===== config.mk =====
export PLATFORM = sky130hd
export DESIGN_NAME = tcap_channel
export DESIGN_NICKNAME = d
export VERILOG_FILES = /design/src/rtl/tcap_pkg.sv /design/src/rtl/tcap_ctrl.sv /design/src/rtl/tcap_datapath.sv /design/src/rtl/tcap_channel.sv
export SDC_FILE = /design/constraint.sdc
export NUM_CORES = 1
export LEC_CHECK = 0
export BUFFER_PORTS_ARGS = -buffer_cell sky130_fd_sc_hd__buf_2
export CORE_MARGIN = 2
export CORE_UTILIZATION = 30
export DETAILED_ROUTE_END_ITERATION = 10
export PLACE_DENSITY = 0.56
export SYNTH_ARGS = -nofsm -noshare
export SYNTH_HDL_FRONTEND = slang
export SYNTH_SLANG_ARGS = --single-unit

===== constraint.sdc =====
create_clock -name clk -period 3.2 [get_ports clk]
set_input_delay 0.64 -clock clk [delete_from_list [all_inputs] [get_ports clk]]
set_output_delay 0.64 -clock clk [all_outputs]
set_load 0.03 [all_outputs]

===== src/rtl/tcap_pkg.sv =====
package tcap_pkg;

  typedef struct packed {
    logic init;
    logic capture;
    logic hitMax;
    logic wrap;
    logic useB;
  } tcap_strobe_t;

  localparam logic [1:0] EDGE_NONE = 2'b00;
  localparam logic [1:0] EDGE_RISE = 2'b01;
  localparam logic [1:0] EDGE_FALL = 2'b10;
  localparam logic [1:0] EDGE_BOTH = 2'b11;

  localparam logic [1:0] HOST_INIT = 2'b01;

endpackage


===== src/rtl/tcap_ctrl.sv =====
module tcap_ctrl
  import tcap_pkg::*;
#(
  parameter int SYNC_STAGES = 2
) (
  input  logic         clk,
  input  logic         rstN,
  input  logic         pinIn,
  input  logic         cfgWe,
  input  logic [2:0]   cfgEdgeSel,
  input  logic [2:0]   cfgBaseSel,
  input  logic         cfgContinual,
  input  logic         hostValid,
  input  logic [1:0]   hostCode,
  input  logic [1:0]   chanPrio,
  input  logic         irqEnable,
  input  logic         statusClr,
  input  logic         reachMax,
  output tcap_strobe_t strb,
  output logic         irqStatus,
  output logic         irqOut
);

  logic [SYNC_STAGES-1:0] syncQ;
  logic pinS, pinD;
  logic [1:0] edgeMode;
  logic [2:0] baseReg;
  logic contReg;
  logic active;
  logic rise, fall, edgeHit, initReq, isInput, captureOk;

  // pin synchronizer chain
  always_ff @(posedge clk or negedge rstN) begin
    if (!rstN) syncQ <= '0;
    else       syncQ <= {syncQ[SYNC_STAGES-2:0], pinIn};
  end

  assign pinS = syncQ[SYNC_STAGES-1];

  always_ff @(posedge clk or negedge rstN) begin
    if (!rstN) pinD <= 1'b0;
    else       pinD <= pinS;
  end

  assign rise = pinS & ~pinD;
  assign fall = ~pinS & pinD;

  // configuration fields
  always_ff @(posedge clk or negedge rstN) begin
    if (!rstN) begin
      edgeMode <= EDGE_NONE;
      baseReg  <= 3'b000;
      contReg  <= 1'b0;
    end else if (cfgWe) begin
      if (!cfgEdgeSel[2]) edgeMode <= cfgEdgeSel[1:0];
      baseReg <= cfgBaseSel;
      contReg <= cfgContinual;
    end
  end

  always_comb begin
    unique case (edgeMode)
      EDGE_RISE: edgeHit = rise;
      EDGE_FALL: edgeHit = fall;
      EDGE_BOTH: edgeHit = rise | fall;
      default:   edgeHit = 1'b0;
    endcase
  end

  assign initReq   = hostValid && (hostCode == HOST_INIT) && (chanPrio != 2'b00);
  assign isInput   = (baseReg[2:1] == 2'b00);
  assign captureOk = active && (chanPrio != 2'b00) && isInput && edgeHit && !initReq;

  assign strb.init    = initReq;
  assign strb.capture = captureOk;
  assign strb.hitMax  = captureOk && reachMax;
  assign strb.wrap    = contReg;
  assign strb.useB    = baseReg[0];

  always_ff @(posedge clk or negedge rstN) begin
    if (!rstN)                         active <= 1'b0;
    else if (initReq)                  active <= 1'b1;
    else if (strb.hitMax && !contReg)  active <= 1'b0;
  end

  always_ff @(posedge clk or negedge rstN) begin
    if (!rstN)             irqStatus <= 1'b0;
    else if (strb.hitMax)  irqStatus <= 1'b1;
    else if (statusClr)    irqStatus <= 1'b0;
  end

  assign irqOut = irqStatus & irqEnable;

  AST_STATUS_FROM_HIT: assert property (@(posedge clk) disable iff (!rstN)
    $rose(irqStatus) |-> $past(strb.hitMax));

  AST_SINGLE_STOP: assert property (@(posedge clk) disable iff (!rstN)
    (strb.hitMax && !strb.wrap) |=> !active);

  AST_STATUS_CLEAR: assert property (@(posedge clk) disable iff (!rstN)
    (statusClr && !strb.hitMax) |=> !irqStatus);

  AST_PRIO_GATE: assert property (@(posedge clk) disable iff (!rstN)
    (chanPrio == 2'b00) |=> $stable(active) || !active);

endmodule


===== src/rtl/tcap_datapath.sv =====
module tcap_datapath
  import tcap_pkg::*;
#(
  parameter int TIME_W = 16,
  parameter int CNT_W  = 16
) (
  input  logic              clk,
  input  logic              rstN,
  input  logic              cfgWe,
  input  logic [CNT_W-1:0]  cfgMaxCount,
  input  logic [TIME_W-1:0] timeBaseA,
  input  logic [TIME_W-1:0] timeBaseB,
  input  tcap_strobe_t      strb,
  output logic              reachMax,
  output logic [CNT_W-1:0]  transCount,
  output logic [TIME_W-1:0] lastTransTime,
  output logic [TIME_W-1:0] finalTransTime
);

  localparam logic [CNT_W-1:0] CNT_ONE = CNT_W'(1);

  logic [CNT_W-1:0]  maxReg;
  logic [CNT_W-1:0]  countNext;
  logic [TIME_W-1:0] selTime;

  assign selTime   = strb.useB ? timeBaseB : timeBaseA;
  assign countNext = transCount + CNT_ONE;
  assign reachMax  = (countNext == maxReg);

  always_ff @(posedge clk or negedge rstN) begin
    if (!rstN)      maxReg <= '0;
    else if (cfgWe) maxReg <= cfgMaxCount;
  end

  always_ff @(posedge clk or negedge rstN) begin
    if (!rstN)                           transCount <= '0;
    else if (strb.init)                  transCount <= '0;
    else if (strb.hitMax && strb.wrap)   transCount <= '0;
    else if (strb.capture)               transCount <= countNext;
  end

  always_ff @(posedge clk or negedge rstN) begin
    if (!rstN)             lastTransTime <= '0;
    else if (strb.capture) lastTransTime <= selTime;
  end

  always_ff @(posedge clk or negedge rstN) begin
    if (!rstN)            finalTransTime <= '0;
    else if (strb.hitMax) finalTransTime <= selTime;
  end

  AST_COUNT_STEP: assert property (@(posedge clk) disable iff (!rstN)
    (strb.capture && !strb.hitMax && !strb.init) |=> transCount == $past(transCount) + CNT_ONE);

  AST_FINAL_LOAD: assert property (@(posedge clk) disable iff (!rstN)
    strb.hitMax |=> finalTransTime == $past(selTime));

  AST_COUNT_HOLD: assert property (@(posedge clk) disable iff (!rstN)
    (!strb.capture && !strb.init) |=> $stable(transCount));

  AST_WRAP_ZERO: assert property (@(posedge clk) disable iff (!rstN)
    (strb.hitMax && strb.wrap && !strb.init) |=> transCount == '0);

endmodule


===== src/rtl/tcap_channel.sv =====
module tcap_channel
  import tcap_pkg::*;
#(
  parameter int TIME_W      = 16,
  parameter int CNT_W       = 16,
  parameter int SYNC_STAGES = 2
) (
  input  logic              clk,
  input  logic              rstN,
  input  logic              pinIn,
  input  logic [TIME_W-1:0] timeBaseA,
  input  logic [TIME_W-1:0] timeBaseB,
  input  logic              cfgWe,
  input  logic [2:0]        cfgEdgeSel,
  input  logic [2:0]        cfgBaseSel,
  input  logic              cfgContinual,
  input  logic [CNT_W-1:0]  cfgMaxCount,
  input  logic              hostValid,
  input  logic [1:0]        hostCode,
  input  logic [1:0]        chanPrio,
  input  logic              irqEnable,
  input  logic              statusClr,
  output logic [CNT_W-1:0]  transCount,
  output logic [TIME_W-1:0] lastTransTime,
  output logic [TIME_W-1:0] finalTransTime,
  output logic              irqStatus,
  output logic              irqOut
);

  tcap_strobe_t strb;
  logic reachMax;

  tcap_ctrl #(.SYNC_STAGES(SYNC_STAGES)) u_ctrl (
    .clk(clk), .rstN(rstN), .pinIn(pinIn),
    .cfgWe(cfgWe), .cfgEdgeSel(cfgEdgeSel), .cfgBaseSel(cfgBaseSel),
    .cfgContinual(cfgContinual), .hostValid(hostValid), .hostCode(hostCode),
    .chanPrio(chanPrio), .irqEnable(irqEnable), .statusClr(statusClr),
    .reachMax(reachMax), .strb(strb), .irqStatus(irqStatus), .irqOut(irqOut)
  );

  tcap_datapath #(.TIME_W(TIME_W), .CNT_W(CNT_W)) u_dp (
    .clk(clk), .rstN(rstN), .cfgWe(cfgWe), .cfgMaxCount(cfgMaxCount),
    .timeBaseA(timeBaseA), .timeBaseB(timeBaseB), .strb(strb),
    .reachMax(reachMax), .transCount(transCount),
    .lastTransTime(lastTransTime), .finalTransTime(finalTransTime)
  );

endmodule


=== After elaboration in Yosys (flattened, before gate mapping) ===
Index checks and enable logic that the tools add are counted.

* Bits in registers: 75
* Bits of input ports: 66
* Output and inout bits: 50
* Logic and storage cells: 50

* Mux-type cells: 9
* Equal/unequal tests: 5
* Reductions and logical operators: 17
* Bitwise operators: 7
* $add $sub $neg: 1

{| class="wikitable"
|+ Operators by type and width
! cell !! count
|-
| 2-to-1 mux 16 bit || 4
|-
| adder 16 x 1 -> 16 bit (second input constant) || 1
|-
| equality test 16 bit || 1
|-
| logical AND 1 bit || 9
|-
| nonzero test 2 bit || 3
|-
| equality test 2 x 1 -> 1 bit (second input constant) || 2
|-
| equality test 2 bit (second input constant) || 2
|-
| 2-to-1 mux 1 bit || 4
|-
| bitwise AND 1 bit || 3
|-
| NOT 1 bit || 3
|-
| one-hot mux 1 bit (3 select lines) || 1
|-
| nonzero test 3 bit || 1
|-
| zero test 1 bit || 2
|-
| zero test 2 bit || 1
|-
| AND reduction 2 bit || 1
|-
| bitwise OR 1 bit || 1
|}

=== Longest topological paths before layout ===
Gate-level depths: netlist (run 1).

* Depth in word-level cells: 10
* Mapped depth: 11

=== Modules after synthesis ===
From an unflattened synthesis (run 1), not the netlist that was laid out.

* Cells, all modules: 351
* Area, all modules: 3686.0 um^2

{| class="wikitable"
|+ Modules (own cells, without submodules)
! module !! cells each !! area an instance (um^2) !! instances
|-
| tcap_datapath || 307 || 3174.3 || 1
|-
| tcap_ctrl || 44 || 511.7 || 1
|}

=== Worst setup path before layout (run 1) ===
No wires, ideal clock.

* Kind: reg-to-reg
* Start point: reg u_dp.transCount[0]
* End point: reg u_dp.finalTransTime[15]
* Path slack: -0.033 ns
* Clock period less this slack: 3.233 ns
* Data arrival time: 3.107 ns
* Path buffers: 2
* Cell stages (with the launch flop): 11
* Path through: dfrtp_1 > ha_1 > nand3_2 > nor4_1 > o311ai_1 > or4_1 > a2111oi_2 > and3_1 > buf_6 > buf_12 > mux2_4

* Longest elaborated chain between the ends: 3

{| class="wikitable"
|+ Ends and longest elaborated chain
! what !! line !! RTL
|-
| from (decl) || tcap_datapath.sv:15 || <nowiki>output logic [CNT_W-1:0] transCount,</nowiki>
|-
| from (signal assigned) || tcap_datapath.sv:39 || <nowiki>else if (strb.capture) transCount <= countNext;</nowiki>
|-
| adder 16 x 1 -> 16 bit || tcap_datapath.sv:27 || <nowiki>assign countNext = transCount + CNT_ONE;</nowiki>
|-
| equality test 16 bit || tcap_datapath.sv:28 || <nowiki>assign reachMax = (countNext == maxReg);</nowiki>
|-
| logical AND 1 bit || tcap_ctrl.sv:76 || <nowiki>assign strb.hitMax = captureOk && reachMax;</nowiki>
|-
| to (signal assigned) || tcap_datapath.sv:49 || <nowiki>else if (strb.hitMax) finalTransTime <= selTime;</nowiki>
|-
| to (decl) || tcap_datapath.sv:17 || <nowiki>output logic [TIME_W-1:0] finalTransTime</nowiki>
|}

Every way passes these cells.
A chain may end at the register's enable or synchronous reset.

=== Worst setup path after layout (run 1) ===
* Start point: reg u_dp.transCount[2]
* End point: reg u_dp.finalTransTime[5]

The elaborated chain is that of the path after synthesis.

==> results of run 1 <==
-- power by group through the flow --
stage          sequential (W)  clock [W]  combinational, W
2_1_floorplan         0.00143          0          0.000261
3_3_place_gp          0.00121          0          0.000734
3_5_place_dp          0.00121          0          0.000740
4_1_cts               0.00120    0.00115          0.000741
5_1_grt               0.00122    0.00118          0.000790
6_report              0.00120    0.00111          0.000733
-- cell type report --
cell class	count	area, sq um
inverter	17	63.8
clock inverter	4	72.6
sequential	75	1880
tap	172	215
fill	1239	7470
multi-input combinational	236	1810
clock buffer	12	256
timing repair buffer	136	748
-- layout by cell type, fill, tap and decap left out, types with 13 or more instances in the layout --
master / instances
nor3_1: 14
dfrtp_1: 74
xnor2_1: 13
buf_4: 21
buf_2: 114
nand2_1: 17
mux2i_1: 17
nor2_1: 21
inv_1: 17
mux2_2: 45
a31oi_1: 18
-- sequential cells by signal, indices dropped and copies added (netlist names) --
| register | cells |
|---|---|
| u_ctrl.active | 1 |
| u_ctrl.baseReg | 3 |
| u_ctrl.contReg | 1 |
| u_ctrl.edgeMode | 2 |
| u_ctrl.irqStatus | 1 |
| u_ctrl.pinD | 1 |
| u_ctrl.syncQ | 2 |
| u_dp.finalTransTime | 16 |
| u_dp.lastTransTime | 16 |
| u_dp.maxReg | 16 |
| u_dp.transCount | 16 |
-- cells in the mapped netlist (all sizes together) --
cell | number | area share
xor2 | 10 | 0.023
or4 | 2 | 0.0039
a21boi | 1 | 0.0020
clkbuf | 6 | 0.0059
nor2 | 22 | 0.022
nor3 | 14 | 0.018
nand3b | 5 | 0.0098
a21oi | 10 | 0.013
inv | 17 | 0.017
o211ai | 2 | 0.0039
nand3 | 10 | 0.014
mux2i | 17 | 0.045
xnor2 | 13 | 0.030
nand2b | 3 | 0.0049
nor4b | 1 | 0.0023
a31oi | 18 | 0.029
mux2 | 46 | 0.14
o21ai | 8 | 0.010
nand2 | 18 | 0.018
ha | 3 | 0.0098
o41ai | 1 | 0.0023
a21o | 2 | 0.0039
and3 | 4 | 0.0065
and2 | 2 | 0.0033
or3 | 2 | 0.0033
nand4 | 8 | 0.016
nor4 | 3 | 0.0049
a2111oi | 1 | 0.0039
o21a | 3 | 0.0059
buf | 13 | 0.022
o311ai | 2 | 0.0066
dfrtp | 75 | 0.49
and4 | 3 | 0.0069
nor2b | 1 | 0.0016
a211oi | 1 | 0.0020
-- metrics by stage --
stage | util | setup slack (ns) | instances | cell area (sq um) | hold WS [ns]
2_1_floorplan | - | 0.0119 | 347 | 3820 | 0.331
3_3_place_gp | 0.374 | 0.183 | 636 | 4680 | 0.345
5_1_grt | 0.403 | 0.0575 | 652 | 5040 | 0.365
6_report | 0.403 | 0.249 | 652 | 5040 | 0.354
4_1_cts | 0.401 | 0.0518 | 652 | 5010 | 0.356
3_5_place_dp | 0.374 | 0.0812 | 636 | 4680 | 0.342
-- worst min-delay path by stage --
stage                                  to  cells past startpoint  slack, ns            start
final                     u_ctrl.syncQ[1]                      0       0.35  u_ctrl.syncQ[0]
after global routing      u_ctrl.syncQ[1]                      0       0.37  u_ctrl.syncQ[0]
after CTS                 u_ctrl.syncQ[1]                      0       0.36  u_ctrl.syncQ[0]
after detailed placement  u_ctrl.syncQ[1]                      0       0.34  u_ctrl.syncQ[0]
after global placement    u_ctrl.syncQ[1]                      0       0.35  u_ctrl.syncQ[0]
after floorplan           u_ctrl.syncQ[1]                      0       0.33  u_ctrl.syncQ[0]
-- repair_timing --
action                     CTS  global route
hold buffers                 0             0
setup endpoints to repair    0            27
gates resized for setup      0             4
-- worst register-to-register path, stage by stage, from the launching register on --
cell and delay, ns:
dfrtp_1 0.50, nand4_1 0.20, or4_1 0.54, o311ai_2 0.30, a211oi_1 0.14, a2111oi_4 0.39, and3_1 0.26, buf_12 0.14
buf_4 0.20, mux2i_1 0.21
-- metal layers --
layer | track usage | share of wire | up-vias
li1 | - | - | 1499
met1 | 0.180 | 0.42 | 1466
met2 | 0.243 | 0.49 | 110
met3 | 0.0499 | 0.074 | 10
met4 | 0.0612 | 0.018 | 0
met5 | 0 | 0 | -
-- cell families after synthesis --
| group | Yosys count |
|---|---|
| adders and majority gates | 3 |
| DFF | 75 |
| xor gates and xnor gates | 23 |
| and+or+nand+nor | 98 |
| AOI/OAI and AO/OA | 49 |
| buffers and inverters | 36 |
| muxes | 63 |
==> impl_metrics.tcl, run 1 <==
set metrics [dict create \
    crit_start "u_dp.transCount[2]" \
    p_sw_w 0.000937 \
    relSlewSlack 0.363 \
    cp.depth 9 \
    viasPerCell 4.73 \
    syn_area_sq_mm 0.00382 \
    min_period_ns 2.95 \
    drtPass1Iterations 4 \
    antenna_found_initial 0 \
    path_max_fanout 11 \
    yosysWarnings 0 \
    cp-end-kind "flip-flop" \
    drt-wirelength-per-cell_um 14.7 \
    portBuffers 115 \
    skew_ns 0.00698 \
    powerDensity_mw_per_mm2 603 \
    rr_startpoint "u_dp.transCount[2]" \
    rsz0062_at_grt "no" \
    grt.total_usage 0.148 \
    worst_setup_path_start_kind "flip-flop" \
    cts_root_buf "clkbuf_16" \
    status "complete, no violations" \
    required_ns 3.46 \
    netlist_instances 347 \
    synth_top_family_by_area "multiplexers" \
    critPathKind "reg2reg" \
    dp_hpwl_um 7020 \
    drc 0 \
    fp.dieH_um 117 \
    leakage_nw 2.37 \
    fmax_mhz 339 \
    n_antenna_cell 0 \
    rr_endpoint "u_dp.finalTransTime[5]" \
    io_pins 116 \
    cts_tree "yes" \
    yosys-mux-area-fraction 0.181 \
    start_util 0.305 \
    die-area_sq_mm 0.0137 \
    hold_class "reg2reg" \
    setup_viol 0 \
    grt-ovfl-total 0 \
    die-width_um 117 \
    maxCapViolCount 0 \
    vias 3085 \
    crit_slowest_cell "or4_1" \
    worstPathArrival_ns 3.22 \
    hold_viol 0 \
    path_cells "nand4_1 > or4_1 > o311ai_2 > a211oi_1 > a2111oi_4 > and3_1 > buf_12 > buf_4 > mux2i_1" \
    synth-simple-area-share 0.137 \
    cts_made_buffers 9 \
    power_frac_seq 0.393 \
    drt_iter0_drc 127 \
    pwr-share-comb 0.241 \
    slowest_delay_ns 0.54 \
    postCtsSetupBuffers 0 \
    drv_slew 0 \
    grt_pass1_vias 3052 \
    synth_seq_cells 75 \
    switching_share 0.308 \
    htree_levels 3 \
    synthAdderAreaFrac 0.00983 \
    grt_max_degree 76 \
    final_antenna_net_count 0 \
    power.internal_w 0.00210 \
    worstPathBufferInverterCount 2 \
    critical_path.top_delay_family "simple AND/OR/NAND/NOR gates" \
    reg2reg_slack_ns 0.25 \
    clkTransAtPathRegs_ns 0.06 \
    syn-num-nets 416 \
    synth_xor_area_frac 0.0527 \
    crit_end "u_dp.finalTransTime[5]" \
    gp_congestion 0.896 \
    peakVddDrop_mv 0.368 \
    grt_pass1_wl_um 15400 \
    synth-compound-area-share 0.0835 \
    drive_above_1_share 0.431 \
    area_delta_synth_final_pct 32.0 \
    power_frac_clock 0.366 \
    reg2regPathDepth 9 \
    row_count 41 \
    synth.avg_cell_area_sq_um 11.0 \
    yosysUniqueCellTypes 45 \
    postRouteWirelength_um 9590 \
    worstMarginPinSlew_ns 0.956 \
    clock_path_buffers 2 \
    nets 544 \
    power.total_w 0.00304 \
    seq_area_frac_synth 0.491 \
    tns_ns 0 \
    cts_sinks 75 \
    core-area_sq_mm 0.0125 \
    post-route-period-util 0.922 \
    insertion_delay_ns 0.34 \
]
Power figures use the tool's default switching activity.
==> run 2, diff against run 1 <==
- CORE_ASPECT_RATIO: unset -> 2
- CORE_MARGIN: 2 -> 8
==> run 2 against run 1 <==
  * Sequential share of layout area grew 0.52 points
  * Via count increased by 3.2%
  * Flip-flop and latch count did not move
  * Critical path depth down 1
  * Largest power group unchanged
  * Highest routed layer unchanged
==> impl_metrics.tcl, run 2 (synthesis gave the netlist of run 1 again) <==
set metrics [dict create \
    drt-wirelength-per-cell_um 17.5 \
    grt.total_usage 0.138 \
    worstMarginPinSlew_ns 0.980 \
    cts_root_buf "clkbuf_16" \
    drc 0 \
    tns_ns 0 \
    n_antenna_cell 0 \
    place_inst 616 \
    htree_levels 3 \
    skew_ns 0.00703 \
    relSlewSlack 0.347 \
    p_sw_w 0.000970 \
    hold-worst-slack_ns 0.358 \
    viasPerCell 5.04 \
    clkTransAtPathRegs_ns 0.06 \
    path_max_fanout 18 \
    rsz0062_at_grt "no" \
    hp-start "u_ctrl.syncQ[0]" \
    io_pins 116 \
    die-area_sq_mm 0.0168 \
    pre_cts_ws_ns 0.0815 \
    row_count 58 \
    insertion_delay_ns 0.34 \
    cts_hold_buf 0 \
    hold_class "reg2reg" \
    path_cells "nand4_1 > or4_1 > o311ai_2 > a211oi_1 > a2111oi_2 > and3_1 > buf_12 > mux2_2" \
    worstPathArrival_ns 3.17 \
    powerDensity_mw_per_mm2 593 \
    drtPass1Iterations 4 \
    cts_sinks 75 \
    postRouteWirelength_um 11000 \
    layout_commonest_cell "buf_2" \
    gp_congestion 0.861 \
    cts_tree "yes" \
    met1_length_um 3770 \
    crit_slowest_cell "or4_1" \
    worst_setup_path_start_kind "flip-flop" \
    vias 3184 \
    leakage_nw 2.36 \
    cp-end-kind "flip-flop" \
    post-route-period-util 0.921 \
    drive_above_1_share 0.432 \
    setup_viol 0 \
    portBuffers 115 \
    dr_wl_met2_um 6350 \
    antenna_found_initial 0 \
    cts_made_buffers 9 \
    final_cell_mix "buf_2 (114), dfrtp_1 (74), mux2_2 (45)" \
    switching_share 0.329 \
    drv_slew 0 \
    fin_ws_ns 0.252 \
    start_util 0.306 \
    die-width_um 95.8 \
    hold_viol 0 \
    crit_start "u_dp.transCount[0]" \
    final_antenna_net_count 0 \
    fp.dieH_um 176 \
    fillCellCount 1270 \
    instances_no_fill 632 \
    power_frac_seq 0.406 \
    grt_max_degree 76 \
    fmax_mhz 339 \
    dp_hpwl_um 8570 \
    nets 546 \
    status "complete, no violations" \
    power_frac_clock 0.343 \
    area_delta_synth_final_pct 30.2 \
    peakVddDrop_mv 0.287 \
    wl_met3_um 546 \
    maxCapViolCount 0 \
    pwr-share-comb 0.251 \
    power.total_w 0.00295 \
    drt_iter0_drc 133 \
    slowest_delay_ns 0.54 \
    grt-ovfl-total 0 \
    grt_pass1_wl_um 17800 \
    grt_pass1_vias 3521 \
    rr_startpoint "u_dp.transCount[0]" \
    top_layer "met4" \
    core-area_sq_mm 0.0125 \
    min_period_ns 2.95 \
    power.internal_w 0.00198 \
    critPathKind "reg2reg" \
    clock_path_buffers 2 \
    required_ns 3.42 \
]
run 2: cell count changes in the layout (fill, tap and decap cells not counted), sizes merged:
cell      previous run  this run
buf                136       138
bufinv               2         1
clkinv               1         5
clkbuf              12        10
clkinvlp             1         0
run 2: per-layer routing:
layer,track usage,vias up
li1,-,1500
met1,0.132,1569
met2,0.256,92
met3,0.0317,23
met4,0.0755,0
met5,0,-
run 2: what timing repair did:
action                                  4_1_cts  5_1_grt
endpoints found under the setup margin        0        8
gates resized for setup                       0        2
setup buffers                                 0        0
run 2: layout make-up:
type / instances / area, sq um / share of cell area
tap: 150 / 188 / 0.0377
inverter: 17 / 63.8 / 0.0128
multi-input combinational: 236 / 1790 / 0.359
clock buffer: 10 / 229 / 0.0460
sequential: 75 / 1880 / 0.378
clock inverter: 6 / 66.3 / 0.0133
timing repair buffer: 138 / 763 / 0.153
run 2: path summary, 6_finish.rpt:
check                                           to  slack (ns)  cells past startpoint
max reg2reg                u_dp.finalTransTime[13]        0.25                      8
min                                u_ctrl.syncQ[1]        0.36                      0
max in group asynchronous    u_dp.lastTransTime[1]        2.10                      1
min in group asynchronous   u_dp.finalTransTime[2]        0.44                      1
max                        u_dp.finalTransTime[13]        0.25                      8
min reg2reg                        u_ctrl.syncQ[1]        0.36                      0
run 2: through the flow:
stage,area (sq um),util
after floorplan,3820,-
after global placement,4670,0.374
after detailed placement,4670,0.374
after CTS,4970,0.398
after global routing,4970,0.398
final,4970,0.398
run 2: worst max-delay path: cells and delay by family, from the launching register on:
family,cells,cell delay [ns]
compound gates,3,0.86
buf+inv,1,0.19
flops,1,0.44
mux,1,0.35
simple gates,3,0.99
run 2: power groups by stage:
stage                     sequential [W]  clock [W]  combinational, W
after floorplan                  0.00143          0          0.000261
after global placement           0.00121          0          0.000739
after detailed placement         0.00122          0          0.000754
after CTS                        0.00120    0.00105          0.000755
after global routing             0.00122    0.00107          0.000806
final                            0.00120    0.00101          0.000740
